### src/rtl/dit_pkg.sv
package dit_pkg;
  typedef enum logic [1:0] {
    OP_LOAD = 2'd0,
    OP_HOLD = 2'd1,
    OP_RUN  = 2'd2,
    OP_NOP  = 2'd3
  } op_e;

  localparam int SRC_W      = 3;
  localparam int SRC_LSB    = 2;
  localparam int SRC_BASE   = 4;
  localparam int TMR_STRIDE = 'h10;
  localparam int OFF_DIV    = 'h00;
  localparam int OFF_CNT    = 'h04;
  localparam int OFF_CTRL   = 'h08;
  localparam int OFF_MASK   = 'h48;
  localparam int OFF_ACK    = 'h4C;
  localparam int OFF_STAT   = 'h50;
  localparam int OFF_MSTAT  = 'h54;
endpackage

### src/rtl/dit_timer.sv
module dit_timer
  import dit_pkg::*;
#(
  parameter int CNT_W   = 32,
  parameter int NUM_SRC = 4,
  parameter int DATA_W  = 32
) (
  input  logic               clk,
  input  logic               rst,
  input  logic               div_we,
  input  logic               ctrl_we,
  input  logic [DATA_W-1:0]  wdata,
  input  logic [NUM_SRC-1:0] tick_en,
  output logic [CNT_W-1:0]   cnt_o,
  output logic               expire_o
);
  localparam logic [CNT_W-1:0] ONE = CNT_W'(1);

  logic [CNT_W-1:0] div_q;
  logic [CNT_W-1:0] cnt_q;
  logic [SRC_W-1:0] src_q;
  logic             run_q;
  logic             tick_sel;
  logic             step;
  op_e              op_w;

  assign op_w = op_e'(wdata[1:0]);

  always_comb begin
    tick_sel = 1'b0;
    for (int k = 0; k < NUM_SRC; k++) begin
      if (src_q == SRC_W'(SRC_BASE + k)) tick_sel = tick_en[k];
    end
  end

  assign step     = run_q && tick_sel && !ctrl_we;
  assign expire_o = step && (cnt_q <= ONE);
  assign cnt_o    = cnt_q;

  always_ff @(posedge clk) begin
    if (rst) begin
      div_q <= '0;
      cnt_q <= '0;
      src_q <= '0;
      run_q <= 1'b0;
    end else begin
      if (div_we) div_q <= wdata[CNT_W-1:0];
      if (ctrl_we) begin
        src_q <= wdata[SRC_LSB +: SRC_W];
        case (op_w)
          OP_LOAD: cnt_q <= div_q;
          OP_HOLD: run_q <= 1'b0;
          OP_RUN:  run_q <= 1'b1;
          default: ;
        endcase
      end else if (step) begin
        if (cnt_q <= ONE) cnt_q <= div_q;
        else              cnt_q <= cnt_q - ONE;
      end
    end
  end

  p_hold_stable_r3: assert property (@(posedge clk) disable iff (rst)
    (!run_q && !ctrl_we) |=> $stable(cnt_q));
  p_decrement_r4: assert property (@(posedge clk) disable iff (rst)
    (run_q && tick_sel && !ctrl_we && cnt_q > ONE) |=> (cnt_q == $past(cnt_q) - ONE));
  p_reload_r6: assert property (@(posedge clk) disable iff (rst)
    expire_o |=> (cnt_q == $past(div_q)));
endmodule

### src/rtl/dit_irq.sv
module dit_irq #(
  parameter int N = 2
) (
  input  logic         clk,
  input  logic         rst,
  input  logic [N-1:0] set_i,
  input  logic         mask_we,
  input  logic         ack_we,
  input  logic [N-1:0] wbits,
  output logic [N-1:0] stat_o,
  output logic [N-1:0] mask_o,
  output logic         irq_o
);
  logic [N-1:0] stat_q, mask_q, stat_d, mask_d, clr;
  logic         irq_q;

  assign clr    = ack_we ? wbits : '0;
  assign stat_d = (stat_q & ~clr) | set_i;
  assign mask_d = mask_we ? wbits : mask_q;

  always_ff @(posedge clk) begin
    if (rst) begin
      stat_q <= '0;
      mask_q <= '0;
      irq_q  <= 1'b0;
    end else begin
      stat_q <= stat_d;
      mask_q <= mask_d;
      irq_q  <= |(stat_d & mask_d);
    end
  end

  assign stat_o = stat_q;
  assign mask_o = mask_q;
  assign irq_o  = irq_q;

  p_irq_match_r9: assert property (@(posedge clk) disable iff (rst)
    irq_o == (|(stat_q & mask_q)));
  p_set_wins_r10: assert property (@(posedge clk) disable iff (rst)
    (set_i != '0) |=> ((stat_q & $past(set_i)) == $past(set_i)));
  p_ack_clears_r8: assert property (@(posedge clk) disable iff (rst)
    ((clr & ~set_i) != '0) |=> ((stat_q & $past(clr & ~set_i)) == '0));
endmodule

### src/rtl/dit_top.sv
module dit_top
  import dit_pkg::*;
#(
  parameter int ADDR_W  = 8,
  parameter int DATA_W  = 32,
  parameter int CNT_W   = 32,
  parameter int NUM_SRC = 4,
  parameter int NUM_TMR = 2
) (
  input  logic               clk,
  input  logic               rst,
  input  logic [ADDR_W-1:0]  bus_addr,
  input  logic               bus_wr,
  input  logic [DATA_W-1:0]  bus_wdata,
  input  logic               bus_rd,
  output logic [DATA_W-1:0]  bus_rdata,
  input  logic [NUM_SRC-1:0] tick_en,
  output logic               irq_o
);
  logic [CNT_W-1:0]   cnt_arr [NUM_TMR];
  logic [NUM_TMR-1:0] expire;
  logic [NUM_TMR-1:0] stat, mask;
  logic [DATA_W-1:0]  rd_d;
  logic [DATA_W-1:0]  rdata_q;

  for (genvar i = 0; i < NUM_TMR; i++) begin : g_tmr
    logic div_we, ctrl_we;
    assign div_we  = bus_wr && (bus_addr == ADDR_W'(i*TMR_STRIDE + OFF_DIV));
    assign ctrl_we = bus_wr && (bus_addr == ADDR_W'(i*TMR_STRIDE + OFF_CTRL));
    dit_timer #(.CNT_W(CNT_W), .NUM_SRC(NUM_SRC), .DATA_W(DATA_W)) u_tmr (
      .clk      (clk),
      .rst      (rst),
      .div_we   (div_we),
      .ctrl_we  (ctrl_we),
      .wdata    (bus_wdata),
      .tick_en  (tick_en),
      .cnt_o    (cnt_arr[i]),
      .expire_o (expire[i])
    );
  end

  dit_irq #(.N(NUM_TMR)) u_irq (
    .clk     (clk),
    .rst     (rst),
    .set_i   (expire),
    .mask_we (bus_wr && (bus_addr == ADDR_W'(OFF_MASK))),
    .ack_we  (bus_wr && (bus_addr == ADDR_W'(OFF_ACK))),
    .wbits   (bus_wdata[NUM_TMR-1:0]),
    .stat_o  (stat),
    .mask_o  (mask),
    .irq_o   (irq_o)
  );

  always_comb begin
    rd_d = '0;
    for (int i = 0; i < NUM_TMR; i++) begin
      if (bus_addr == ADDR_W'(i*TMR_STRIDE + OFF_CNT)) rd_d = DATA_W'(cnt_arr[i]);
    end
    if (bus_addr == ADDR_W'(OFF_MASK))  rd_d = DATA_W'(mask);
    if (bus_addr == ADDR_W'(OFF_STAT))  rd_d = DATA_W'(stat);
    if (bus_addr == ADDR_W'(OFF_MSTAT)) rd_d = DATA_W'(stat & mask);
  end

  always_ff @(posedge clk) begin
    if (rst)         rdata_q <= '0;
    else if (bus_rd) rdata_q <= rd_d;
  end

  assign bus_rdata = rdata_q;

  p_rdata_hold_r1: assert property (@(posedge clk) disable iff (rst)
    !bus_rd |=> $stable(bus_rdata));
endmodule

### config.mk
export PLATFORM = sky130hd
export DESIGN_NAME = dit_top
export DESIGN_NICKNAME = d
export VERILOG_FILES = /design/src/rtl/dit_pkg.sv /design/src/rtl/dit_timer.sv /design/src/rtl/dit_irq.sv /design/src/rtl/dit_top.sv
export SDC_FILE = /design/constraint.sdc
export NUM_CORES = 1
export LEC_CHECK = 0
export ABC_AREA = 1
export ABC_CLOCK_PERIOD_IN_PS = 2200
export BUFFER_PORTS_ARGS = -buffer_cell sky130_fd_sc_hd__buf_2
export CAP_MARGIN = 10
export CORE_UTILIZATION = 55
export DETAILED_ROUTE_END_ITERATION = 10
export PLACE_DENSITY = 0.81
export SKIP_LAST_GASP = 1
export SLEW_MARGIN = 15
export SYNTH_ARGS = -nofsm -noshare
export SYNTH_HDL_FRONTEND = slang
export SYNTH_SLANG_ARGS = --single-unit
export TNS_END_PERCENT = 20
### constraint.sdc
create_clock -name clk -period 2.2 [get_ports clk]
set_clock_uncertainty 0.2 [all_clocks]
set_input_delay 0.22 -clock clk [delete_from_list [all_inputs] [get_ports clk]]
set_output_delay 0.22 -clock clk [all_outputs]
set_load 0.01 [all_outputs]
After elaboration in Yosys (flattened, before gate mapping)
Index checks and enable logic that the tools add are counted.
{"block": "word_totals", "register_bits": 173, "latch_bits": 0, "mem_bits_rw": 0, "rom_bits": 0, "input_bits": 48, "word_cells": 90, "mem_count": 0}
{"block": "op_classes", "add_sub_neg": 2, "n_mul": 0, "div_mod_pow": 0, "order_cmp": 2, "n_eq_ne": 21, "shift": 0, "mux": 24, "n_bitwise": 5, "reduce_logical": 24}
{"operator": "32-bit two-way mux", "n": 13}
{"operator": "32-bit by 1-bit less-or-equal comparator with 1-bit output, second input constant", "n": 2}
{"operator": "32-bit by 1-bit subtractor with 32-bit output, second input constant", "n": 2}
{"operator": "8-bit by 7-bit equality test with 1-bit output, second input constant", "n": 4}
{"operator": "3-bit equality test, second input constant", "n": 8}
{"operator": "8-bit by 5-bit equality test with 1-bit output, second input constant", "n": 3}
{"operator": "1-bit logical AND", "n": 12}
{"operator": "8-bit by 3-bit equality test with 1-bit output, second input constant", "n": 1}
{"operator": "8-bit by 4-bit equality test with 1-bit output, second input constant", "n": 1}
{"operator": "8-bit zero test", "n": 1}
{"operator": "1-bit two-way mux", "n": 8}
{"operator": "2-bit AND reduction", "n": 4}
{"operator": "2-bit bitwise AND", "n": 3}
{"operator": "2-bit nonzero test", "n": 3}
{"operator": "2-bit two-way mux", "n": 2}
{"operator": "2-bit inequality test, second input constant", "n": 2}
{"operator": "2-bit by 1-bit equality test with 1-bit output, second input constant", "n": 1}
{"operator": "2-bit equality test, second input constant", "n": 1}
{"operator": "1-bit zero test", "n": 2}
{"operator": "2-bit zero test", "n": 1}
{"operator": "2-bit NOT", "n": 1}
{"operator": "2-bit bitwise OR", "n": 1}
{"operator": "1-bit case mux with 2 select lines", "n": 1}
{"operator": "2-bit OR reduction", "n": 1}

Depth between registers and ports, before layout
{"block": "logic_depth", "depth_word": 11, "ltp_mapped": 15, "mapped_depth_nobuf": 12}

By module
A second synthesis with hierarchy kept.
{"block": "hier_totals", "cells_unflattened": 1508, "area_unflattened_um2": 9859.5}
{"mod": "dit_timer (g_tmr[1].u_tmr)", "instances": 1, "cells_each": 598, "area_per_inst_um2": 3858.7, "seq_area_each_um2": 1361.3}
{"mod": "dit_timer (g_tmr[0].u_tmr)", "instances": 1, "cells_each": 592, "area_per_inst_um2": 3837.4, "seq_area_each_um2": 1361.3}
{"mod": "dit_top", "instances": 1, "cells_each": 290, "area_per_inst_um2": 1969.4, "seq_area_each_um2": 640.6}
{"mod": "dit_irq", "instances": 1, "cells_each": 28, "area_per_inst_um2": 193.9, "seq_area_each_um2": 100.1}

Worst setup path before layout
No wires, ideal clock.
{"block": "synth_timing", "kind": "flip-flop to flip-flop", "startpoint": "reg g_tmr[1].u_tmr.cnt_q[0]", "endpoint": "reg g_tmr[1].u_tmr.cnt_q[0]", "setup_ns": 0.109, "arrival_time_ns": 1.673, "setup_slack_ns": 0.218, "path_stages_with_launch": 16, "path_buffers": 3, "synth_period_minus_slack_ns": 1.982, "path_cell_list": "dfxtp_1 inv_1 ha_1 buf_2 nand2_4 nor2_4 nand3_2 nand2_2 nand2_4 nand2_4 buf_8 buf_6 nand2_2 o211ai_2 nand2_1 inv_1"}
{"block": "synth_via", "elab_chain_len": 4, "elab_cells_between_ends": 5, "cone_classes": "add/sub: 1; order compare: 1; mux: 3"}
{"element": "start: declaration", "line": "dit_timer.sv:20", "source": "logic [CNT_W-1:0] cnt_q;"}
{"element": "start signal: assignment", "line": "dit_timer.sv:51", "source": "OP_LOAD: cnt_q <= div_q;"}
{"element": "start signal: assignment", "line": "dit_timer.sv:57", "source": "if (cnt_q <= ONE) cnt_q <= div_q;"}
{"element": "start signal: assignment", "line": "dit_timer.sv:58", "source": "else cnt_q <= cnt_q - ONE;"}
{"element": "32-bit by 1-bit subtractor with 32-bit output or 32-bit by 1-bit less-or-equal comparator with 1-bit output (tied branches)", "line": "dit_timer.sv:58, dit_timer.sv:57"}
{"element": "32-bit two-way mux *", "line": "dit_timer.sv:57"}
{"element": "32-bit two-way mux *", "line": "dit_timer.sv:56", "source": "end else if (step) begin"}
{"element": "32-bit two-way mux *", "line": "dit_timer.sv:48", "source": "if (ctrl_we) begin"}
Every way passes the cells marked *; elsewhere a longest branch is shown, timed or not. The select of a mux whose other input is x is not followed.
A chain may end at the register's enable or synchronous reset.

Final worst setup path
{"block": "layout_timing", "startpoint": "reg g_tmr[0].u_tmr.cnt_q[14]", "endpoint": "reg g_tmr[0].u_tmr.cnt_q[12]"}
{"block": "layout_via", "elab_chain_len": 4}
{"element": "start: declaration", "line": "dit_timer.sv:20"}
{"element": "start signal: assignment", "line": "dit_timer.sv:51"}
{"element": "start signal: assignment", "line": "dit_timer.sv:57"}
{"element": "start signal: assignment", "line": "dit_timer.sv:58"}
{"element": "32-bit by 1-bit less-or-equal comparator with 1-bit output", "line": "dit_timer.sv:57"}
{"element": "32-bit two-way mux", "line": "dit_timer.sv:57"}
{"element": "32-bit two-way mux", "line": "dit_timer.sv:56"}
{"element": "32-bit two-way mux", "line": "dit_timer.sv:48"}
No other way between the ends. The select of a mux whose other input is x is not followed.

==> out/results.ini <==
[global_routing]
grt_max_degree = 80
track_usage_pct = 37.5
antenna_found_initial = 0
grt_pass1_wl_um = 50300
grt_pass1_vias = 9716
grt-ovfl-total = 0

[detailed_routing]
wirelength_um = 32400
drtPass1Iterations = 6
ant_nets = 0
drc = 0
drt_iter0_markers = 1343
drt-vias-per-instance = 5.67
vias = 10467
post_drt_wl_per_cell_um = 17.6

[synthesis]
yosys_most_used_dff = dfxtp_1
synth_edf_count = 0
synth_cell_type_count = 36
async_reset_ff_share_pct = 0
synth_seq_cells = 173
ys_seq_area_share_pct = 37.1
postSynthCellCount = 1454
synth_area_um2 = 9330
synthesis.nets = 1508
syn_avg_cell_area_um2 = 6.42
yosys_warnings = 0

[clock_tree]
cts_sinks = 173
clock_path_buffers = 2
path_clk_slew_ps = 70
h-tree-depth = 4
ctsRootBufferMaster = clkbuf_16
insertion_delay_ps = 440
numCtsBuffers = 17
post-cts-setup-buffers = 0
cts_tree = built

[critical_path]
path_max_fanout = 13
slowest_stage = dfxtp_1
crit_path_end_kind = register
worst_setup_path_start_kind = register
critical_path_required_ps = 2310
cp.arrival_ps = 2290
max_stage_delay_ps = 320
critical_path_buf_inv_count = 2
critPathKind = register to register
crit_family = simple AND/OR/NAND/NOR gates
worstPathCellList = nor2_1 -> nand3_1 -> nor2_1 -> nand3_1 -> buf_4 -> o21ai_2 -> buf_4 -> nand2_1 -> o21ai_0 -> a21oi_1

[cells_and_area]
antenna_cells = 0
syn_to_final_growth_pct = 23.3
drive_gt1_share_pct = 15.1
fillerInstances = 1426
fin_cells = 1847
final_area_um2 = 11500
fin_nets = 1668

[timing]
period_share_pct = 98.7
min_period_ps = 2170
hold-worst-slack_ps = 58.9
slew_viol_final = 0
rsz0062_at_grt = yes
finalHoldViolCount = 0
finalSetupViolations = 0
setup_tns_ps = 0
maxSlewHeadroom_pct = 63.1
max_freq_mhz = 461
tightest_slew_ps = 552

[placement]
place.detailed.hpwl_um = 23300
placed_cell_area_um2 = 10500
routabilityCongestion = 1.01
port_buffers = 80
dpl.cell_count = 1785

[floorplan]
rows = 47
dieArea_um2 = 17500
io_pins = 81
start_util_pct = 56.3
die_h_um = 132
die_w_um = 132
coreArea_um2 = 16600

[power]
finalPower_mw = 6.74
p_leak_nw = 5.53
p_per_area_nw_per_um2 = 585
max-vdd-ir-drop_uv = 519

[run]
maxCapViolations = 0

[min_path]
hold_class = input pin to register

[outcome]
status = finished, final reports clean

-- power by group --
group	internal (mW)	total (mW)	leakage [nW]	switching, mW
registers	3.14	3.14	1.39	0.00295
logic	0.116	0.304	3.82	0.188
clock network	1.99	3.29	0.314	1.30
-- Yosys cell counts, types with 2 or more instances --
cell type | count | area share (%)
inv_2 | 2 | 0.080
nand3b_1 | 6 | 0.48
o21ai_0 | 121 | 6.5
nand2_4 | 3 | 0.36
nor2_4 | 3 | 0.36
o21ai_2 | 2 | 0.19
buf_2 | 25 | 1.3
buf_6 | 2 | 0.24
nand3_2 | 3 | 0.32
dfxtp_1 | 173 | 37
o21ai_1 | 8 | 0.43
a21oi_1 | 160 | 8.6
clkbuf_1 | 37 | 1.5
inv_1 | 182 | 7.3
nand3_1 | 107 | 5.7
nand2_2 | 4 | 0.27
nor2_1 | 174 | 7.0
o22ai_1 | 23 | 1.5
o211ai_1 | 3 | 0.24
ha_1 | 6 | 0.80
nor2_2 | 7 | 0.47
buf_4 | 2 | 0.16
nand4_1 | 28 | 1.9
xor2_1 | 24 | 2.3
nor3_1 | 19 | 1.0
nand2_1 | 317 | 13
buf_1 | 4 | 0.16
-- logic make-up after synthesis --
kind of cell | after synthesis | share of synthesized area, %
simple gates | 674 | 30.9
fa+ha+maj | 6 | 0.804
compound gates | 320 | 17.8
buf+inv | 256 | 11.0
xor+xnor | 25 | 2.35
flops | 173 | 37.1
-- sequential cells by signal, summed over array words and instances, names as in the netlist --
register           flops
g_tmr.u_tmr.src_q      6
bus_rdata             32
g_tmr.u_tmr.cnt_o     64
u_irq.mask_o           2
g_tmr.u_tmr.run_q      2
g_tmr.u_tmr.div_q     64
u_irq.irq_o            1
u_irq.stat_o           2
-- cells in the final DEF, fill, tap and decap left out, types with 23 or more instances in the layout --
cell type and instances:
inv_1 181, nand2_1 317, nand4_1 28, xor2_1 24
a21oi_1 160, nor2_1 170, dlygate4sd3_1 30, o21ai_0 121
nand3_1 107, o22ai_1 23, buf_2 80, buf_4 94
dfxtp_1 173
-- worst register-to-register path, cell delays in order (launching register included) --
cell     delay, ps
dfxtp_1        320
nor2_1         170
nand3_1        130
nor2_1         210
nand3_1        140
buf_4          160
o21ai_2        180
buf_4          230
nand2_1        110
o21ai_0        110
a21oi_1        100
-- cell type report --
class | instances | area (um2) | area share (%)
timing repair buffer | 213 | 1580 | 13.7
multi-input combinational | 1025 | 4860 | 42.3
sequential | 173 | 3460 | 30.1
tap | 220 | 275 | 2.39
clock inverter | 10 | 161 | 1.40
clock buffer | 22 | 474 | 4.12
inverter | 184 | 691 | 6.00
-- metrics by stage --
stage / worst slack, ps / utilization [%]
floorplan: 218 / -
global placement: -135 / 63.6
detailed placement: -158 / 63.6
CTS: 33.8 / 69.3
global route: -117 / 69.4
finish: 29.1 / 69.4
-- per-layer routing --
metal  up-vias  track usage, %  wire length, um  part of all wire, %
met1      4776            48.2            13200                   41
met5         -               0                0                    0
li1       5026               -                -                    -
met2       584            60.8            14800                   46
met4         0            15.1             1080                  3.3
met3        81            8.54             3330                   10
-- worst paths after layout --
check	slack [ps]	cells after the start	from	to
setup / recovery	30	10	g_tmr[0].u_tmr.cnt_o[14]$_SDFFE_PP0P_	g_tmr[0].u_tmr.cnt_o[12]$_SDFFE_PP0P_
hold / removal	60	4	rst	g_tmr[0].u_tmr.cnt_o[16]$_SDFFE_PP0P_
setup reg to reg	30	10	g_tmr[0].u_tmr.cnt_o[14]$_SDFFE_PP0P_	g_tmr[0].u_tmr.cnt_o[12]$_SDFFE_PP0P_
hold reg to reg	260	2	g_tmr[1].u_tmr.div_q[11]$_SDFFE_PP0P_	g_tmr[1].u_tmr.div_q[11]$_SDFFE_PP0P_
-- repair_timing --
action                                  4_1_cts  5_1_grt
hold endpoints to repair                     66        0
endpoints found under the setup margin       27       48
gates resized for setup                       1        4
hold buffers                                 30        0
No activity file was read; power rests on OpenSTA's default activity.
